`src/rtl/pbu_pkg.sv`:
```
// Shared definitions for the patch and break response unit.
// Assumes a 16-bit-style bus split into two byte lanes.
package pbu_pkg;

    // Response selected by {interrupt enable, patch enable}
    typedef enum logic [1:0] {
        ACT_POLL  = 2'b00,
        ACT_PATCH = 2'b01,
        ACT_OPBRK = 2'b10,
        ACT_DVBRK = 2'b11
    } act_e;

    // Register selector on the configuration port
    typedef enum logic [1:0] {
        SEL_CTRL = 2'd0,
        SEL_DEVN = 2'd1,
        SEL_DODD = 2'd2,
        SEL_NONE = 2'd3
    } sel_e;

    // Control word bit positions (software visible)
    localparam int PE_ODD_BIT  = 5;
    localparam int PE_EVEN_BIT = 4;
    localparam int IE_ODD_BIT  = 3;
    localparam int IE_EVEN_BIT = 2;
    localparam int FL_ODD_BIT  = 1;
    localparam int FL_EVEN_BIT = 0;
    localparam int CTRL_W      = 6;

endpackage

```
`src/rtl/pbu_pair_regs.sv`:
```
// Register file of one channel pair: enables, sticky flags, two data words.
// Assumes DATA_W >= 6. A flag set from a match wins over a clearing write.
module pbu_pair_regs #(
    parameter int DATA_W = 16
) (
    input  logic              clk,
    input  logic              rst_n,
    input  logic              wr_ctrl,
    input  logic              wr_even,
    input  logic              wr_odd,
    input  logic [DATA_W-1:0] wdata,
    input  logic [1:0]        set_flag,
    output logic [1:0]        pe,
    output logic [1:0]        ie,
    output logic [1:0]        flag,
    output logic [DATA_W-1:0] d_even,
    output logic [DATA_W-1:0] d_odd
);
    import pbu_pkg::*;

    logic [1:0] keep;

    // Which flag bits survive this cycle's control write
    always_comb begin
        keep = wr_ctrl ? {wdata[FL_ODD_BIT], wdata[FL_EVEN_BIT]} : 2'b11;
    end

    // Enables, flags and data registers
    always_ff @(posedge clk) begin
        if (!rst_n) begin
            pe     <= '0;
            ie     <= '0;
            flag   <= '0;
            d_even <= '0;
            d_odd  <= '0;
        end else begin
            if (wr_ctrl) begin
                pe <= {wdata[PE_ODD_BIT], wdata[PE_EVEN_BIT]};
                ie <= {wdata[IE_ODD_BIT], wdata[IE_EVEN_BIT]};
            end
            flag <= set_flag | (flag & keep);
            if (wr_even) d_even <= wdata;
            if (wr_odd)  d_odd  <= wdata;
        end
    end

endmodule

```
`src/rtl/pbu_value_cmp.sv`:
```
// Masked data compare for a pair's even channel.
// Mask bit 1 = don't care. On byte transfers the unaddressed lane is ignored.
module pbu_value_cmp #(
    parameter int DATA_W = 16
) (
    input  logic              acc_write,
    input  logic              acc_byte,
    input  logic              acc_hi,
    input  logic [DATA_W-1:0] acc_wdata,
    input  logic [DATA_W-1:0] mem_rdata,
    input  logic [DATA_W-1:0] cmp_val,
    input  logic [DATA_W-1:0] cmp_mask,
    output logic              hit
);
    localparam int HALF = DATA_W / 2;

    logic [DATA_W-1:0] obs;
    logic [DATA_W-1:0] lane_ign;

    // Pick the data seen on the bus and the lane to ignore
    always_comb begin
        obs = acc_write ? acc_wdata : mem_rdata;
        if (!acc_byte)   lane_ign = '0;
        else if (acc_hi) lane_ign = {{HALF{1'b0}}, {HALF{1'b1}}};
        else             lane_ign = {{HALF{1'b1}}, {HALF{1'b0}}};
    end

    // Every cared-for bit must agree
    always_comb begin
        hit = ((obs ^ cmp_val) & ~cmp_mask & ~lane_ign) == '0;
    end

endmodule

```
`src/rtl/pbu_chan_decide.sv`:
```
// Per-channel response decision for one access cycle.
// IS_EVEN selects whether the data-value mode is available to this channel.
module pbu_chan_decide #(
    parameter bit IS_EVEN = 1'b1
) (
    input  logic acc_valid,
    input  logic acc_write,
    input  logic match,
    input  logic pe,
    input  logic ie,
    input  logic cmp_hit,
    output logic set_flag,
    output logic patch_rd,
    output logic patch_wr
);
    import pbu_pkg::*;

    logic hit;
    logic dv_ok;
    act_e act;

    // Decode the mode and qualify the match
    always_comb begin
        hit   = acc_valid & match;
        act   = act_e'({ie, pe});
        dv_ok = IS_EVEN ? cmp_hit : 1'b0;
    end

    // Action chosen by the mode
    always_comb begin
        set_flag = 1'b0;
        patch_rd = 1'b0;
        patch_wr = 1'b0;
        unique case (act)
            ACT_POLL:  set_flag = hit;
            ACT_PATCH: begin
                set_flag = hit;
                patch_rd = hit & ~acc_write;
                patch_wr = hit & acc_write;
            end
            ACT_OPBRK: set_flag = hit;
            ACT_DVBRK: set_flag = hit & dv_ok;
        endcase
    end

endmodule

```
`src/rtl/pbu_read_mux.sv`:
```
// Read data substitution. Lowest-numbered patching channel wins.
// Byte substitution replaces only the addressed lane.
module pbu_read_mux #(
    parameter int NCH    = 4,
    parameter int DATA_W = 16
) (
    input  logic                        acc_byte,
    input  logic                        acc_hi,
    input  logic [DATA_W-1:0]           mem_rdata,
    input  logic [NCH-1:0]              patch_rd,
    input  logic [NCH-1:0][DATA_W-1:0]  patch_data,
    output logic [DATA_W-1:0]           rd_data
);
    localparam int HALF = DATA_W / 2;
    localparam int CH_W = (NCH > 1) ? $clog2(NCH) : 1;

    logic [CH_W-1:0]   pick;
    logic              any;
    logic [DATA_W-1:0] src;

    // Priority pick, scanning down so the lowest index is kept
    always_comb begin
        pick = '0;
        any  = 1'b0;
        for (int i = NCH - 1; i >= 0; i--) begin
            if (patch_rd[i]) begin
                pick = CH_W'(i);
                any  = 1'b1;
            end
        end
        src = patch_data[pick];
    end

    // Merge substituted lanes with memory data
    always_comb begin
        if (!any)          rd_data = mem_rdata;
        else if (!acc_byte) rd_data = src;
        else if (acc_hi)   rd_data = {src[DATA_W-1:HALF], mem_rdata[HALF-1:0]};
        else               rd_data = {mem_rdata[DATA_W-1:HALF], src[HALF-1:0]};
    end

endmodule

```
`src/rtl/patch_break_unit.sv`:
```
// Top of the patch and break response unit.
// Assumes match pulses are aligned with acc_valid for the completing access.
// Substitution and write drop are combinational; the break request is registered.
module patch_break_unit #(
    parameter int NUM_PAIRS  = 2,
    parameter int DATA_W     = 16,
    parameter int NCH        = 2 * NUM_PAIRS,
    parameter int PAIR_IDX_W = (NUM_PAIRS > 1) ? $clog2(NUM_PAIRS) : 1
) (
    input  logic                  clk,
    input  logic                  rst_n,
    input  logic                  brk_en,
    input  logic                  cfg_we,
    input  logic [PAIR_IDX_W-1:0] cfg_pair,
    input  logic [1:0]            cfg_sel,
    input  logic [DATA_W-1:0]     cfg_wdata,
    output logic [DATA_W-1:0]     cfg_rdata,
    input  logic                  acc_valid,
    input  logic                  acc_write,
    input  logic                  acc_byte,
    input  logic                  acc_hi,
    input  logic [DATA_W-1:0]     acc_wdata,
    input  logic [DATA_W-1:0]     mem_rdata,
    input  logic [NCH-1:0]        match,
    output logic [DATA_W-1:0]     rd_data,
    output logic                  wr_block,
    output logic                  brk_req
);
    import pbu_pkg::*;

    logic [NUM_PAIRS-1:0][1:0]        pe_a, ie_a, fl_a;
    logic [NUM_PAIRS-1:0][DATA_W-1:0] de_a, do_a;
    logic [NCH-1:0]                   set_flag, patch_rd, patch_wr;
    logic [NCH-1:0][DATA_W-1:0]       chan_data;
    logic [NCH-1:0]                   ie_flat, fl_flat;

    for (genvar p = 0; p < NUM_PAIRS; p++) begin : g_pair
        logic sel_me;
        logic cmp_hit;

        // Register port address decode for this pair
        always_comb begin
            sel_me = cfg_we && (cfg_pair == PAIR_IDX_W'(p));
        end

        pbu_pair_regs #(.DATA_W(DATA_W)) u_regs (
            .clk      (clk),
            .rst_n    (rst_n),
            .wr_ctrl  (sel_me && (cfg_sel == SEL_CTRL)),
            .wr_even  (sel_me && (cfg_sel == SEL_DEVN)),
            .wr_odd   (sel_me && (cfg_sel == SEL_DODD)),
            .wdata    (cfg_wdata),
            .set_flag (set_flag[2*p+1 -: 2]),
            .pe       (pe_a[p]),
            .ie       (ie_a[p]),
            .flag     (fl_a[p]),
            .d_even   (de_a[p]),
            .d_odd    (do_a[p])
        );

        pbu_value_cmp #(.DATA_W(DATA_W)) u_cmp (
            .acc_write (acc_write),
            .acc_byte  (acc_byte),
            .acc_hi    (acc_hi),
            .acc_wdata (acc_wdata),
            .mem_rdata (mem_rdata),
            .cmp_val   (de_a[p]),
            .cmp_mask  (do_a[p]),
            .hit       (cmp_hit)
        );

        pbu_chan_decide #(.IS_EVEN(1'b1)) u_even (
            .acc_valid (acc_valid),
            .acc_write (acc_write),
            .match     (match[2*p]),
            .pe        (pe_a[p][0]),
            .ie        (ie_a[p][0]),
            .cmp_hit   (cmp_hit),
            .set_flag  (set_flag[2*p]),
            .patch_rd  (patch_rd[2*p]),
            .patch_wr  (patch_wr[2*p])
        );

        pbu_chan_decide #(.IS_EVEN(1'b0)) u_odd (
            .acc_valid (acc_valid),
            .acc_write (acc_write),
            .match     (match[2*p+1]),
            .pe        (pe_a[p][1]),
            .ie        (ie_a[p][1]),
            .cmp_hit   (1'b0),
            .set_flag  (set_flag[2*p+1]),
            .patch_rd  (patch_rd[2*p+1]),
            .patch_wr  (patch_wr[2*p+1])
        );

        // Flatten per-channel views
        always_comb begin
            chan_data[2*p]   = de_a[p];
            chan_data[2*p+1] = do_a[p];
            ie_flat[2*p+1 -: 2] = ie_a[p];
            fl_flat[2*p+1 -: 2] = fl_a[p];
        end
    end

    pbu_read_mux #(.NCH(NCH), .DATA_W(DATA_W)) u_rmux (
        .acc_byte   (acc_byte),
        .acc_hi     (acc_hi),
        .mem_rdata  (mem_rdata),
        .patch_rd   (patch_rd),
        .patch_data (chan_data),
        .rd_data    (rd_data)
    );

    // Write drop and gated break request
    always_comb begin
        wr_block = |patch_wr;
        brk_req  = brk_en & (|(fl_flat & ie_flat));
    end

    // Register port read mux
    always_comb begin
        cfg_rdata = '0;
        for (int p = 0; p < NUM_PAIRS; p++) begin
            if (cfg_pair == PAIR_IDX_W'(p)) begin
                unique case (sel_e'(cfg_sel))
                    SEL_CTRL: cfg_rdata = DATA_W'({pe_a[p][1], pe_a[p][0],
                                                   ie_a[p][1], ie_a[p][0],
                                                   fl_a[p][1], fl_a[p][0]});
                    SEL_DEVN: cfg_rdata = de_a[p];
                    SEL_DODD: cfg_rdata = do_a[p];
                    SEL_NONE: cfg_rdata = '0;
                endcase
            end
        end
    end

endmodule

```
`config.mk`:
```
export PLATFORM = sky130hd
export DESIGN_NAME = patch_break_unit
export DESIGN_NICKNAME = d
export VERILOG_FILES = /design/src/rtl/pbu_pkg.sv /design/src/rtl/pbu_pair_regs.sv /design/src/rtl/pbu_value_cmp.sv /design/src/rtl/pbu_chan_decide.sv /design/src/rtl/pbu_read_mux.sv /design/src/rtl/patch_break_unit.sv
export SDC_FILE = /design/constraint.sdc
export NUM_CORES = 1
export LEC_CHECK = 0
export ABC_CLOCK_PERIOD_IN_PS = 2800
export CAP_MARGIN = 20
export CORE_MARGIN = 4
export CORE_UTILIZATION = 30
export DETAILED_ROUTE_END_ITERATION = 8
export PLACE_DENSITY = 0.58
export SLEW_MARGIN = 20
export SYNTH_ARGS = -nofsm -noshare
export SYNTH_HDL_FRONTEND = slang
export SYNTH_SLANG_ARGS = --single-unit
```
`constraint.sdc`:
```
create_clock -name clk -period 2.8 [get_ports clk]
set_input_delay 0.56 -clock clk [delete_from_list [all_inputs] [get_ports clk]]
set_output_delay 0.56 -clock clk [all_outputs]
set_load 0.02 [all_outputs]
```
==> flow_metrics.env <==
export IMPL_status="finished with violations"
export IMPL_violations="negative setup slack"
export IMPL_min_path_type="flop to flop"
export IMPL_fin_area_um2=7070
export IMPL_ys_ff_latch=76
export IMPL_hold_viol=0
export IMPL_powerDensity_nw_per_um2=418
export IMPL_avgRoutedWirePerCell_um=18.4
export IMPL_max_freq_mhz=333
export IMPL_fillers=1589
export IMPL_maxCapViolations=0
export IMPL_pin_count=97
export IMPL_hold_path_end="g_pair[1].u_regs.d_even[14]"
export IMPL_path_class="input port to output pin"
export IMPL_synth_top_family_by_area="multiplexers"
export IMPL_drc=0
export IMPL_core_um2=16100
export IMPL_synth_edff_count=0
export IMPL_rows=46
export IMPL_synthSimpleGateAreaFrac_pct=22.0
export IMPL_htreeDepth=3
export IMPL_firstDrtPassIters=5
export IMPL_syn_area_um2=4990
export IMPL_final_setup_viol_count=16
export IMPL_drt_initial_drc_count=466
export IMPL_grt_overflow_total=0
export IMPL_peakVddDrop_mv=0.244
export IMPL_fin_worst_skew_ns=0.00587
export IMPL_cts_tree="built"
export IMPL_cts_hold_buf=0
export IMPL_power_w=0.00295
export IMPL_ys_types=36
export IMPL_ff2ff_path_depth=6
export IMPL_die_area_um2=18800
export IMPL_timing_rr_start="g_pair[1].u_regs.d_even[15]"
export IMPL_syn_inst=598
export IMPL_syn_area_per_cell_um2=8.34
export IMPL_diodes=0
export IMPL_antenna_found_initial=0
export IMPL_start_kind="input port"
export IMPL_final_core_util_pct=43.8
export IMPL_slew_violations=0
export IMPL_die_w_um=137
export IMPL_worstPathMaxFanout=7
export IMPL_cts_sinks=76
export IMPL_p_leak_nw=2.76
export IMPL_synth_adder_area_share_pct=0
export IMPL_rsz0062_at_grt="yes"
export IMPL_cts_clk_slew_worst_paths_ns=0.06
export IMPL_first_global_vias=4877
export IMPL_finalCriticalPeriod_ns=3.00
export IMPL_async_flop_share_pct=0
export IMPL_numCtsBuffers=9
export IMPL_synth_top_flop_cell="dfxtp_1"
export IMPL_grt_max_degree=77
export IMPL_cp_arrival_ns=2.44
export IMPL_holdPathStages=2
export IMPL_reg2reg_setup_slack_ns=1.18
export IMPL_cp_data_required_time_ns=2.24
export IMPL_ys_seq_area_share_pct=30.5
export IMPL_num_vias=4952
export IMPL_hpwl_um=13100
export IMPL_synth_compound_area_share_pct=20.8
export IMPL_finalCritPeriodShare_pct=107
export IMPL_antenna_left=0
export IMPL_cpMaxStageDelayCell="mux4_2"
export IMPL_portBuffers=96
export IMPL_die_y_um=137
export IMPL_clock_latency_ns=0.34
export IMPL_cpMostUsedCell="buf_6"
export IMPL_crit_path_max_incr_delay_ns=0.51
export IMPL_endpoint_kind="output pin"
export IMPL_viasPerCell=5.16
export IMPL_synthToLayoutAreaGrowth_pct=41.6
export IMPL_synth_net_count=661
export IMPL_setup_ws_ns=-0.205
export IMPL_muxShareOfSynthArea_pct=22.2
export IMPL_start_util_pct=31.0
export IMPL_drive_gt1_share_pct=21.9
export IMPL_worstMarginPinSlew_ns=0.636
export IMPL_grtUsageTotal_pct=19.0
export IMPL_relSlewSlack_pct=57.6
export IMPL_placed_cell_area_um2=6630
export IMPL_gp_congestion=0.859
export IMPL_yosysWarnings=0
export IMPL_cts_root_buf="clkbuf_16"
export IMPL_fin_nets=802
export IMPL_r2r_end="g_pair[1].u_regs.flag[0]"
export IMPL_clk_path_buf_depth=2
export IMPL_grt_pass1_wl_um=27400
export IMPL_synth_xor_area_share_pct=1.40
export IMPL_cp_cell_sequence="buf_6 > and4b_2 > nor4_4 > buf_6 > buf_12 > mux4_2 > mux2_4 > buf_6"
export IMPL_wl_um=17700
export IMPL_min_from="g_pair[1].u_regs.d_even[14]"
==> cells by family after synthesis <==
group           Yosys count
simple gates            249
compound gates          144
mux                      84
flops                    76
buf+inv                  37
xor+xnor                  8
==> sequential cells by signal, indices dropped and copies added, names as in the netlist <==
register	count
g_pair.u_regs.d_even	32
g_pair.u_regs.d_odd	32
g_pair.u_regs.flag	4
g_pair.u_regs.ie	4
g_pair.u_regs.pe	4
==> worst max-delay path: cells and delay by family <==
family	cells	cell delay, ns
buf+inv	4	0.53
mux	2	0.80
simple gates	2	0.55
==> stage by stage <==
stage	instances	TNS, ns	worst slack [ns]	hold slack, ns
final	960	-2.74	-0.205	0.504
after floorplan	598	-1.15	-0.139	0.460
after CTS	959	-3.70	-0.264	0.506
after global placement	935	-20.65	-1.12	0.492
after detailed placement	935	-21.49	-1.17	0.498
after global routing	960	-4.11	-0.297	0.539
==> cell usage in the layout, fill, tap and decap left out, drive strengths merged, types with 4 or more instances in the layout <==
cell / count
nand3: 4
clkinv: 4
a21oi: 24
a211oi: 6
a21boi: 76
o21ai: 4
clkdlybuf4s50: 58
a221oi: 10
nor2b: 28
nor2: 39
o2111ai: 8
dlygate4sd2: 10
mux4: 16
mux2i: 52
xor2: 8
nor3: 5
clkbuf: 17
buf: 91
mux2: 16
dfxtp: 76
a22oi: 12
nand2: 156
==> Yosys cell counts (6+ instances only) <==
master | instances | share of area, %
a211oi_1 | 6 | 0.90
a21boi_0 | 76 | 11
a21oi_1 | 24 | 2.4
a221oi_1 | 10 | 1.8
a22oi_1 | 12 | 1.8
clkbuf_1 | 30 | 2.3
dfxtp_1 | 76 | 30
mux2_2 | 16 | 3.6
mux2i_1 | 52 | 10
mux4_1 | 13 | 6.8
nand2_1 | 156 | 12
nor2_1 | 39 | 2.9
nor2b_1 | 27 | 3.4
o2111ai_1 | 8 | 1.4
xor2_1 | 8 | 1.4
==> power by group <==
| group | switching (W) | internal [W] |
|---|---|---|
| logic | 0.000269 | 0.000282 |
| registers | 0.0000306 | 0.00111 |
| clock network | 0.000476 | 0.000786 |
| total | 0.000776 | 0.00218 |
==> area by class of cell <==
cell class,count,area [um^2],share of cell area [%]
Clock inverter,7,100,1.42
Multi-Input combinational cell,485,3370,47.7
Timing Repair Buffer,167,1570,22.2
Sequential cell,76,1530,21.6
Tap cell,216,270,3.83
Clock buffer,9,225,3.19
==> repair_timing <==
| action | CTS | global route |
|---|---|---|
| pin swaps | 5 | 3 |
| setup buffers | 7 | 3 |
| cloned | 1 | 0 |
| setup endpoints to repair | 33 | 28 |
| hold endpoints to repair | 0 | 0 |
| resized for setup | 135 | 56 |
==> layer usage <==
| metal | track usage, % | vias up | share of wire [%] |
|---|---|---|---|
| li1 | - | 2420 | - |
| met1 | 24.8 | 2388 | 43 |
| met2 | 33.3 | 132 | 50 |
| met3 | 2.57 | 12 | 5.8 |
| met4 | 4.38 | 0 | 1.1 |
| met5 | 0 | - | 0 |
==> worst max-delay path by stage <==
stage | from | slack, ns | end
2_1_floorplan | acc_valid | -0.14 | rd_data[10]
3_3_place_gp | acc_valid | -1.12 | rd_data[5]
3_5_place_dp | acc_valid | -1.17 | rd_data[3]
4_1_cts | g_pair[0].u_regs.pe[0] | -0.26 | rd_data[13]
5_1_grt | g_pair[1].u_regs.ie[0] | -0.30 | rd_data[5]
6_report | match[0] | -0.20 | rd_data[12]
Power figures use the tool's default switching activity.
